[src/rtl/sramseq_pkg.sv]
package sramseq_pkg;

  typedef enum logic [2:0] {
    ST_IDLE,
    ST_SETUP,
    ST_STROBE,
    ST_HOLD,
    ST_DONE
  } seqState_e;

  // Strobes from control to datapath
  typedef struct packed {
    logic load;       // latch host address and data
    logic capture;    // register memory read data
    logic driveBus;   // enable write data onto the bus
    logic selActive;  // chip select asserted
    logic rdActive;   // read strobe asserted
    logic wrActive;   // write strobe asserted
    logic done;       // completion pulse
  } seqCtrl_t;

  function automatic int cyclesFromNs(input int ns, input int periodNs);
    int c;
    c = (ns + periodNs - 1) / periodNs;
    if (c < 1) c = 1;
    return c;
  endfunction

  function automatic int maxOf(input int a, input int b);
    return (a > b) ? a : b;
  endfunction

endpackage

[src/rtl/sramseq_ctrl.sv]
module sramseq_ctrl
  import sramseq_pkg::*;
#(
  parameter int CLK_PERIOD_NS  = 8,
  parameter int ADDR_SETUP_NS  = 125,
  parameter int WR_PULSE_NS    = 200,
  parameter int DATA_SETUP_NS  = 100,
  parameter int DATA_HOLD_NS   = 75,
  parameter int WR_RECOVERY_NS = 75,
  parameter int WRITE_CYCLE_NS = 400,
  parameter int RD_ADDR_NS     = 450,
  parameter int RD_SEL_NS      = 250
) (
  input  logic     clk,
  input  logic     rstN,
  input  logic     hostReq,
  input  logic     hostWrite,
  output seqCtrl_t ctrlOut
);

  // Write phase lengths in cycles
  localparam int WR_SETUP     = cyclesFromNs(ADDR_SETUP_NS, CLK_PERIOD_NS);
  localparam int WR_STROBE    = maxOf(cyclesFromNs(WR_PULSE_NS, CLK_PERIOD_NS),
                                      cyclesFromNs(DATA_SETUP_NS, CLK_PERIOD_NS));
  localparam int WR_HOLD_BASE = maxOf(cyclesFromNs(DATA_HOLD_NS, CLK_PERIOD_NS),
                                      cyclesFromNs(WR_RECOVERY_NS, CLK_PERIOD_NS));
  localparam int WR_TOTAL     = cyclesFromNs(WRITE_CYCLE_NS, CLK_PERIOD_NS);
  localparam int WR_SUM       = WR_SETUP + WR_STROBE + WR_HOLD_BASE;
  localparam int WR_HOLD      = WR_HOLD_BASE + maxOf(0, WR_TOTAL - WR_SUM);

  // Read phase lengths in cycles
  localparam int RD_ADDR      = cyclesFromNs(RD_ADDR_NS, CLK_PERIOD_NS);
  localparam int RD_SEL       = cyclesFromNs(RD_SEL_NS, CLK_PERIOD_NS);
  localparam int RD_SETUP     = maxOf(1, RD_ADDR - RD_SEL);
  localparam int RD_STROBE    = maxOf(RD_SEL, RD_ADDR - RD_SETUP);
  localparam int RD_HOLD      = 1;

  localparam int MAX_CYC = maxOf(maxOf(maxOf(WR_SETUP, WR_STROBE), maxOf(WR_HOLD, RD_SETUP)),
                                 maxOf(RD_STROBE, RD_HOLD));
  localparam int CNT_W   = $clog2(MAX_CYC + 1);

  localparam logic [CNT_W-1:0] WR_SETUP_L  = CNT_W'(WR_SETUP - 1);
  localparam logic [CNT_W-1:0] WR_STROBE_L = CNT_W'(WR_STROBE - 1);
  localparam logic [CNT_W-1:0] WR_HOLD_L   = CNT_W'(WR_HOLD - 1);
  localparam logic [CNT_W-1:0] RD_SETUP_L  = CNT_W'(RD_SETUP - 1);
  localparam logic [CNT_W-1:0] RD_STROBE_L = CNT_W'(RD_STROBE - 1);
  localparam logic [CNT_W-1:0] RD_HOLD_L   = CNT_W'(RD_HOLD - 1);

  seqState_e        state;
  logic [CNT_W-1:0] phaseCnt;
  logic             isWrite;
  logic             phaseEnd;

  assign phaseEnd = (phaseCnt == '0);

  always_ff @(posedge clk or negedge rstN) begin
    if (!rstN) begin
      state    <= ST_IDLE;
      phaseCnt <= '0;
      isWrite  <= 1'b0;
    end else begin
      case (state)
        ST_IDLE: begin
          if (hostReq) begin
            isWrite  <= hostWrite;
            phaseCnt <= hostWrite ? WR_SETUP_L : RD_SETUP_L;
            state    <= ST_SETUP;
          end
        end
        ST_SETUP: begin
          if (phaseEnd) begin
            phaseCnt <= isWrite ? WR_STROBE_L : RD_STROBE_L;
            state    <= ST_STROBE;
          end else begin
            phaseCnt <= phaseCnt - 1'b1;
          end
        end
        ST_STROBE: begin
          if (phaseEnd) begin
            phaseCnt <= isWrite ? WR_HOLD_L : RD_HOLD_L;
            state    <= ST_HOLD;
          end else begin
            phaseCnt <= phaseCnt - 1'b1;
          end
        end
        ST_HOLD: begin
          if (phaseEnd) begin
            state <= ST_DONE;
          end else begin
            phaseCnt <= phaseCnt - 1'b1;
          end
        end
        ST_DONE: state <= ST_IDLE;
        default: state <= ST_IDLE;
      endcase
    end
  end

  always_comb begin
    ctrlOut = '0;
    case (state)
      ST_IDLE: ctrlOut.load = hostReq;
      ST_SETUP: begin
        ctrlOut.selActive = 1'b1;
        ctrlOut.driveBus  = isWrite;
      end
      ST_STROBE: begin
        ctrlOut.selActive = 1'b1;
        ctrlOut.driveBus  = isWrite;
        ctrlOut.wrActive  = isWrite;
        ctrlOut.rdActive  = !isWrite;
        ctrlOut.capture   = !isWrite && phaseEnd;
      end
      ST_HOLD: begin
        ctrlOut.selActive = 1'b1;
        ctrlOut.driveBus  = isWrite;
      end
      ST_DONE: ctrlOut.done = 1'b1;
      default: ctrlOut = '0;
    endcase
  end

  // Checker state: length of the current write-strobe run
  logic [CNT_W-1:0] wrLowRun;
  always_ff @(posedge clk or negedge rstN) begin
    if (!rstN)                 wrLowRun <= '0;
    else if (ctrlOut.wrActive) wrLowRun <= wrLowRun + 1'b1;
    else                       wrLowRun <= '0;
  end

  assert_strobe_width_R4: assert property (@(posedge clk) disable iff (!rstN)
    $fell(ctrlOut.wrActive) |-> (wrLowRun == CNT_W'(WR_STROBE)));

  assert_done_single_R8: assert property (@(posedge clk) disable iff (!rstN)
    ctrlOut.done |=> !ctrlOut.done);

  assert_strobes_exclusive_R6: assert property (@(posedge clk) disable iff (!rstN)
    ctrlOut.wrActive |-> !ctrlOut.rdActive);

  assert_write_needs_select_R3: assert property (@(posedge clk) disable iff (!rstN)
    ctrlOut.wrActive |-> ctrlOut.selActive);

endmodule

[src/rtl/sramseq_datapath.sv]
module sramseq_datapath
  import sramseq_pkg::*;
#(
  parameter int AW = 7,
  parameter int DW = 8
) (
  input  logic          clk,
  input  logic          rstN,
  input  seqCtrl_t      ctrlIn,
  input  logic [AW-1:0] hostAddr,
  input  logic [DW-1:0] hostWrData,
  output logic          hostDone,
  output logic [DW-1:0] hostRdData,
  output logic [AW-1:0] memAddr,
  output logic [DW-1:0] memDataOut,
  output logic          memDataOe,
  input  logic [DW-1:0] memDataIn,
  output logic          memRdN,
  output logic          memWrN,
  output logic          memCsN
);

  logic [AW-1:0] addrReg;
  logic [DW-1:0] wrDataReg;
  logic [DW-1:0] rdDataReg;

  always_ff @(posedge clk or negedge rstN) begin
    if (!rstN) begin
      addrReg   <= '0;
      wrDataReg <= '0;
    end else if (ctrlIn.load) begin
      addrReg   <= hostAddr;
      wrDataReg <= hostWrData;
    end
  end

  always_ff @(posedge clk or negedge rstN) begin
    if (!rstN)               rdDataReg <= '0;
    else if (ctrlIn.capture) rdDataReg <= memDataIn;
  end

  assign memAddr    = addrReg;
  assign memDataOut = wrDataReg;
  assign memDataOe  = ctrlIn.driveBus;
  assign memCsN     = !ctrlIn.selActive;
  assign memRdN     = !ctrlIn.rdActive;
  assign memWrN     = !ctrlIn.wrActive;
  assign hostDone   = ctrlIn.done;
  assign hostRdData = rdDataReg;

  assert_addr_stable_R11: assert property (@(posedge clk) disable iff (!rstN)
    (!memCsN && $past(!memCsN)) |-> $stable(memAddr));

  assert_rddata_hold_R9: assert property (@(posedge clk) disable iff (!rstN)
    !$past(ctrlIn.capture) |-> $stable(hostRdData));

  assert_strobe_pins_R6: assert property (@(posedge clk) disable iff (!rstN)
    !(!memRdN && !memWrN));

endmodule

[src/rtl/sramseq_top.sv]
module sramseq_top
  import sramseq_pkg::*;
#(
  parameter int AW             = 7,
  parameter int DW             = 8,
  parameter int CLK_PERIOD_NS  = 8,
  parameter int ADDR_SETUP_NS  = 125,
  parameter int WR_PULSE_NS    = 200,
  parameter int DATA_SETUP_NS  = 100,
  parameter int DATA_HOLD_NS   = 75,
  parameter int WR_RECOVERY_NS = 75,
  parameter int WRITE_CYCLE_NS = 400,
  parameter int RD_ADDR_NS     = 450,
  parameter int RD_SEL_NS      = 250
) (
  input  logic          clk,
  input  logic          rstN,
  input  logic          hostReq,
  input  logic          hostWrite,
  input  logic [AW-1:0] hostAddr,
  input  logic [DW-1:0] hostWrData,
  output logic          hostDone,
  output logic [DW-1:0] hostRdData,
  output logic [AW-1:0] memAddr,
  output logic [DW-1:0] memDataOut,
  output logic          memDataOe,
  input  logic [DW-1:0] memDataIn,
  output logic          memRdN,
  output logic          memWrN,
  output logic          memCsN
);

  seqCtrl_t ctrlBus;

  sramseq_ctrl #(
    .CLK_PERIOD_NS (CLK_PERIOD_NS),
    .ADDR_SETUP_NS (ADDR_SETUP_NS),
    .WR_PULSE_NS   (WR_PULSE_NS),
    .DATA_SETUP_NS (DATA_SETUP_NS),
    .DATA_HOLD_NS  (DATA_HOLD_NS),
    .WR_RECOVERY_NS(WR_RECOVERY_NS),
    .WRITE_CYCLE_NS(WRITE_CYCLE_NS),
    .RD_ADDR_NS    (RD_ADDR_NS),
    .RD_SEL_NS     (RD_SEL_NS)
  ) uCtrl (
    .clk      (clk),
    .rstN     (rstN),
    .hostReq  (hostReq),
    .hostWrite(hostWrite),
    .ctrlOut  (ctrlBus)
  );

  sramseq_datapath #(
    .AW(AW),
    .DW(DW)
  ) uDatapath (
    .clk       (clk),
    .rstN      (rstN),
    .ctrlIn    (ctrlBus),
    .hostAddr  (hostAddr),
    .hostWrData(hostWrData),
    .hostDone  (hostDone),
    .hostRdData(hostRdData),
    .memAddr   (memAddr),
    .memDataOut(memDataOut),
    .memDataOe (memDataOe),
    .memDataIn (memDataIn),
    .memRdN    (memRdN),
    .memWrN    (memWrN),
    .memCsN    (memCsN)
  );

endmodule

[config.mk]
export PLATFORM = sky130hd
export DESIGN_NAME = sramseq_top
export DESIGN_NICKNAME = d
export VERILOG_FILES = /design/src/rtl/sramseq_pkg.sv /design/src/rtl/sramseq_ctrl.sv /design/src/rtl/sramseq_datapath.sv /design/src/rtl/sramseq_top.sv
export SDC_FILE = /design/constraint.sdc
export NUM_CORES = 1
export LEC_CHECK = 0
export BUFFER_PORTS_ARGS = -buffer_cell sky130_fd_sc_hd__buf_4
export CAP_MARGIN = 20
export CORE_ASPECT_RATIO = 0.7
export CORE_MARGIN = 5
export CORE_UTILIZATION = 30
export DETAILED_ROUTE_END_ITERATION = 16
export SYNTH_ARGS = -nofsm -noshare
export SYNTH_HDL_FRONTEND = slang
export SYNTH_HIERARCHICAL = 1
export SYNTH_SLANG_ARGS = --single-unit
[constraint.sdc]
create_clock -name clk -period 2.05 [get_ports clk]
set_input_delay 0.41 -clock clk [delete_from_list [all_inputs] [get_ports clk]]
set_output_delay 0.41 -clock clk [all_outputs]
set_load 0.005 [all_outputs]
# Yosys cells after proc, flatten, opt, wreduce, memory -nomap -nowiden
# Index checks and enable logic that the tools add are counted.
# word_totals
ff_bits	33
output_inout_bits	28
elab_cells	46
# op_classes
addsub	1
eq_ne	9
mux	18
reduce_logical	12
# ops
operator	count
$mux W6	4
$pmux W6 S4	1
$mux W3	5
$pmux W3 S4	1
$eq A3 B2 Y1 const B	2
$logic_not A6 Y1	1
$ne A2 B1 Y1 const B	3
$sub A6 B1 Y6 const B	1
$mux W5	1
$logic_not A1 Y1	4
$mux W2	2
$mux W4	1
$ne A2 B2 Y1 const B	2
$reduce_and A4 Y1	1
$reduce_bool A4 Y1	1
$eq A3 B1 Y1 const B	1
$eq A3 B3 Y1 const B	1
$logic_not A3 Y1	1
$mux W1	3
$reduce_and A3 Y1	1
$reduce_or A3 Y1	1
$reduce_and A2 Y1	1
$logic_and A1 B1 Y1	1

# Logic depth before layout (Yosys ltp)
# logic_depth
ltp_word	4
depth_mapped	8
ltp_nobuf	6

# Cells and area by module
# Netlist, hierarchy kept.
# by_module_without_submodules
mod	instances	cells_each	area_per_inst_um2	seq_area_each_um2
sramseq_datapath	1	54	934.6	575.6
sramseq_ctrl	1	87	729.4	250.2

# Worst setup path after synthesis
# No wires, ideal clock.
# synth_timing
kind	flip-flop to flip-flop
start	register uCtrl.phaseCnt[0]
end	register uCtrl.phaseCnt[0]
setup_time_ps	123
arrival_time_ps	1876
required_time_ps	1927
slack_ps	51
path_stages_with_launch	9
path_buffers	2
cell_sequence	dfrtp_1 inv_1 ha_1 or3b_1 clkbuf_2 or3_1 buf_2 and2_4 o221a_1
# synth_between
elab_chain_cells	3
elab_cells_between_ends	8
classes_between	1 x add/sub; 1 x eq/ne; 4 x mux; 2 x reduce/logical
# synth_lines
element	line	rtl
start: declaration	sramseq_ctrl.sv:50	logic [CNT_W-1:0] phaseCnt;
start signal: assignment	sramseq_ctrl.sv:66	phaseCnt <= hostWrite ? WR_SETUP_L : RD_SETUP_L;
start signal: assignment	sramseq_ctrl.sv:72	phaseCnt <= isWrite ? WR_STROBE_L : RD_STROBE_L;
start signal: assignment	sramseq_ctrl.sv:75	phaseCnt <= phaseCnt - 1'b1;
$sub A6 B1 Y6 / $logic_not A6 Y1 (equally long branches)	-	
$mux W6, or another cell as far along	sramseq_ctrl.sv:87	if (phaseEnd) begin
$pmux W6 S4 / $reduce_and A3 Y1 (equally long branches)	-	
# Parallel ways exist; a longest one is shown, timed or not. The select of a mux whose other input is x is not followed.
# A chain may end at the register's enable or synchronous reset.

# Final worst setup path
# layout_timing
start	register uCtrl.phaseCnt[1]
end	register uCtrl.phaseCnt[0]
# layout_between
elab_chain_cells	3
elab_cells_between_ends	6
classes_between	1 x eq/ne; 3 x mux; 2 x reduce/logical
# layout_lines
element	line	rtl
$logic_not A6 Y1 *	sramseq_ctrl.sv:54	assign phaseEnd = (phaseCnt == '0);
$mux W6, or another cell as far along	sramseq_ctrl.sv:79	if (phaseEnd) begin
$pmux W6 S4 / $reduce_and A3 Y1 (equally long branches)	-	
# Mark *: on every way between the ends. The rest lies on a longest branch, timed or not.

==> results.toml <==
[flow_run]
cap_violations = 0

[clock_network]
htree_levels = 2
cts.sinks = 33
cts_inserted_buffers = 5
cts_max_path_buffers = 2
cts_tree = "built"
postCtsSetupRepairBufs = 0
cts_root_buf = "clkbuf_8"
insertion_delay_ns = 0.28
path_clk_slew_ns = 0.07

[yosys]
synth_area_mm2 = 0.00166
ys_seq_area_share_pct = 49.6
synth_nets = 170
ys_types = 45
syn_inst = 141
synth_area_per_cell_um2 = 11.8
ys_seq_elements = 33
synth_top_cell_area_share_pct = 49.6
synth-edff-count = 0
async_reset_ff_share_pct = 100
yosysTopAreaCell = "dfrtp_1"
synthTopCellsByArea = "dfrtp_1, mux2_4, mux2_2"
synth_warnings = 6
ys.flop_type = "dfrtp_1"

[power]
p_total_mw = 2.97
p_leak_nw = 1.12
vdd.ir_drop.worst_mv = 0.395
cellPowerDensity_mw_per_mm2 = 1290

[global_routing]
grt_pass1_wl_mm = 6.51
grtUsageTotal_pct = 11.5
grt_pass1_vias = 1269
antenna_found_initial = 0
grt-ovfl-total = 0
grt_max_degree = 34

[route]
final_antenna_net_count = 0
drt_first_pass_iters = 4
vias = 1301
routed_wl_mm = 4.12
drc_errors = 0
wl_per_cell_um = 14.9
vias_per_cell = 4.70
drtIter0Drc = 78

[sta]
fmax_ghz = 0.506
finalSetupViolations = 0
hold_viol = 0
final_max_slew_viol_count = 0
slew_headroom_pct = 63.7
setup_tns_ns = 0
period_needed_ns = 1.97
final.setup.worst_slack_ns = 0.0753
skew_ns = 0.0111
grt_setup_unrepaired = "false"
finalCritPeriodShare_pct = 96.3
worstMarginPinSlew_ns = 0.544

[critical_path]
cp_data_required_time_ns = 2.20
critical_path.startpoint_type = "register"
cp_max_fo = 6
cp.arrival_ns = 2.13
cp-end-kind = "register"
crit_type = "reg2reg"
ff2ff_setup_slack_ns = 0.08

[die]
io-pin-count = 55
core_mm2 = 0.00531
dieArea_mm2 = 0.00716
die_y_um = 72.3
start_util_pct = 31.3
die_w_um = 99.0
row_count = 22

[run_status]
status = "finished, final reports clean"

[min_path]
hold_path.class = "in2async"

[finish]
layout-drive-gt1-share_pct = 51.7
utilization_pct = 43.3
layout_common_cells = "buf_4, dfrtp_1, mux2_2"
stdcell_area_mm2 = 0.00230
n_antenna_cell = 0
layout_commonest_cell = "buf_4"
syn_to_final_growth_pct = 38.3
fillers = 509
nets = 233

[placement]
hpwl_mm = 3.13
place_area_mm2 = 0.00221
place_ws_ns = 0.0134
port_buffers = 54
gp_congestion = 0.893
-- critical path: stages (launching register included) --
cell	delay (ns)
dfrtp_1	0.37
inv_1	0.09
ha_1	0.17
or3b_4	0.42
or3_4	0.42
and2_4	0.15
o221a_1	0.24
-- where the power goes --
part | switching [mW] | total (mW) | internal, mW | leakage [nW]
Clock | 0.227 | 0.462 | 0.235 | 0.0450
Sequential | 0.196 | 1.10 | 0.905 | 0.410
Combinational | 0.570 | 1.41 | 0.835 | 0.664
-- cells by family (layout without fill, tap and decap cells) --
kind of cell | count (synthesis) | in the layout | synth area share [%]
AO/OA/AOI/OAI | 25 | 25 | 12.0
XOR/XNOR | 2 | 2 | 1.05
adder cells (fa/ha/maj) | 2 | 2 | 1.50
buffers and inverters | 18 | 82 | 6.16
flip-flops | 33 | 33 | 49.6
multiplexers | 23 | 23 | 17.8
AND/OR/NAND/NOR | 38 | 38 | 11.8
-- cells in the mapped netlist (all sizes together), types with 2 or more instances --
library cell,n
nand2,7
nor3b,2
nand3,4
o21ai,3
buf,6
a21o,2
o31ai,2
o211ai,2
or3,2
a221oi,2
a22o,2
a21oi,2
mux2,23
inv,7
a211oi,2
and2,3
dfrtp,33
clkbuf,5
ha,2
nor3,5
nand2b,2
nor2,9
-- per-stage QoR --
step                std cells  hold WS (ns)
finish                    277        0.0707
global route              277        0.0976
CTS                       277        0.0819
detailed placement        269         0.386
global placement          269         0.388
floorplan                 141         0.114
-- registers in the layout, indices dropped and copies added, names as in the netlist --
signal	count
uDatapath/memAddr	7
uCtrl/state	3
uCtrl/isWrite	1
uCtrl/phaseCnt	6
uDatapath/memDataOut	8
uDatapath/hostRdData	8
-- final timing paths --
check | startpoint | cells after the start | end
worst max-delay path | uCtrl/phaseCnt[1] | 6 | uCtrl/phaseCnt[0]
worst min-delay path | rstN | 1 | uDatapath/hostRdData[6]
worst max register to register | uCtrl/phaseCnt[1] | 6 | uCtrl/phaseCnt[0]
worst min register to register | uDatapath/memAddr[6] | 1 | uDatapath/memAddr[6]
max in group asynchronous | rstN | 1 | uCtrl/phaseCnt[5]
min in group clk | hostWrite | 3 | uCtrl/isWrite
-- repair_timing --
action                                  in CTS  in global routing
cloned                                       0                  0
endpoints found under the setup margin       1                  9
gates resized for setup                      1                  1
pin swaps                                    0                  0
hold buffers                                 0                  0
-- cell type report --
type	instances	area (um2)	share of cell area (%)
Tap cell	72	90.1	3.91
Clock inverter	2	10.0	0.435
Sequential cell	33	826	35.9
Timing Repair Buffer	67	528	22.9
Multi-Input combinational cell	90	749	32.6
Clock buffer	6	72.6	3.15
Inverter	7	26.3	1.14
-- routing by layer --
| layer | track usage, % | part of all wire (%) | up-vias |
|---|---|---|---|
| li1 | - | - | 632 |
| met1 | 16.8 | 51 | 621 |
| met2 | 15.8 | 43 | 46 |
| met3 | 3.65 | 5.1 | 2 |
| met4 | 4.09 | 1.0 | 0 |
| met5 | 0 | 0 | - |
No activity file was read; power rests on OpenSTA's default activity.
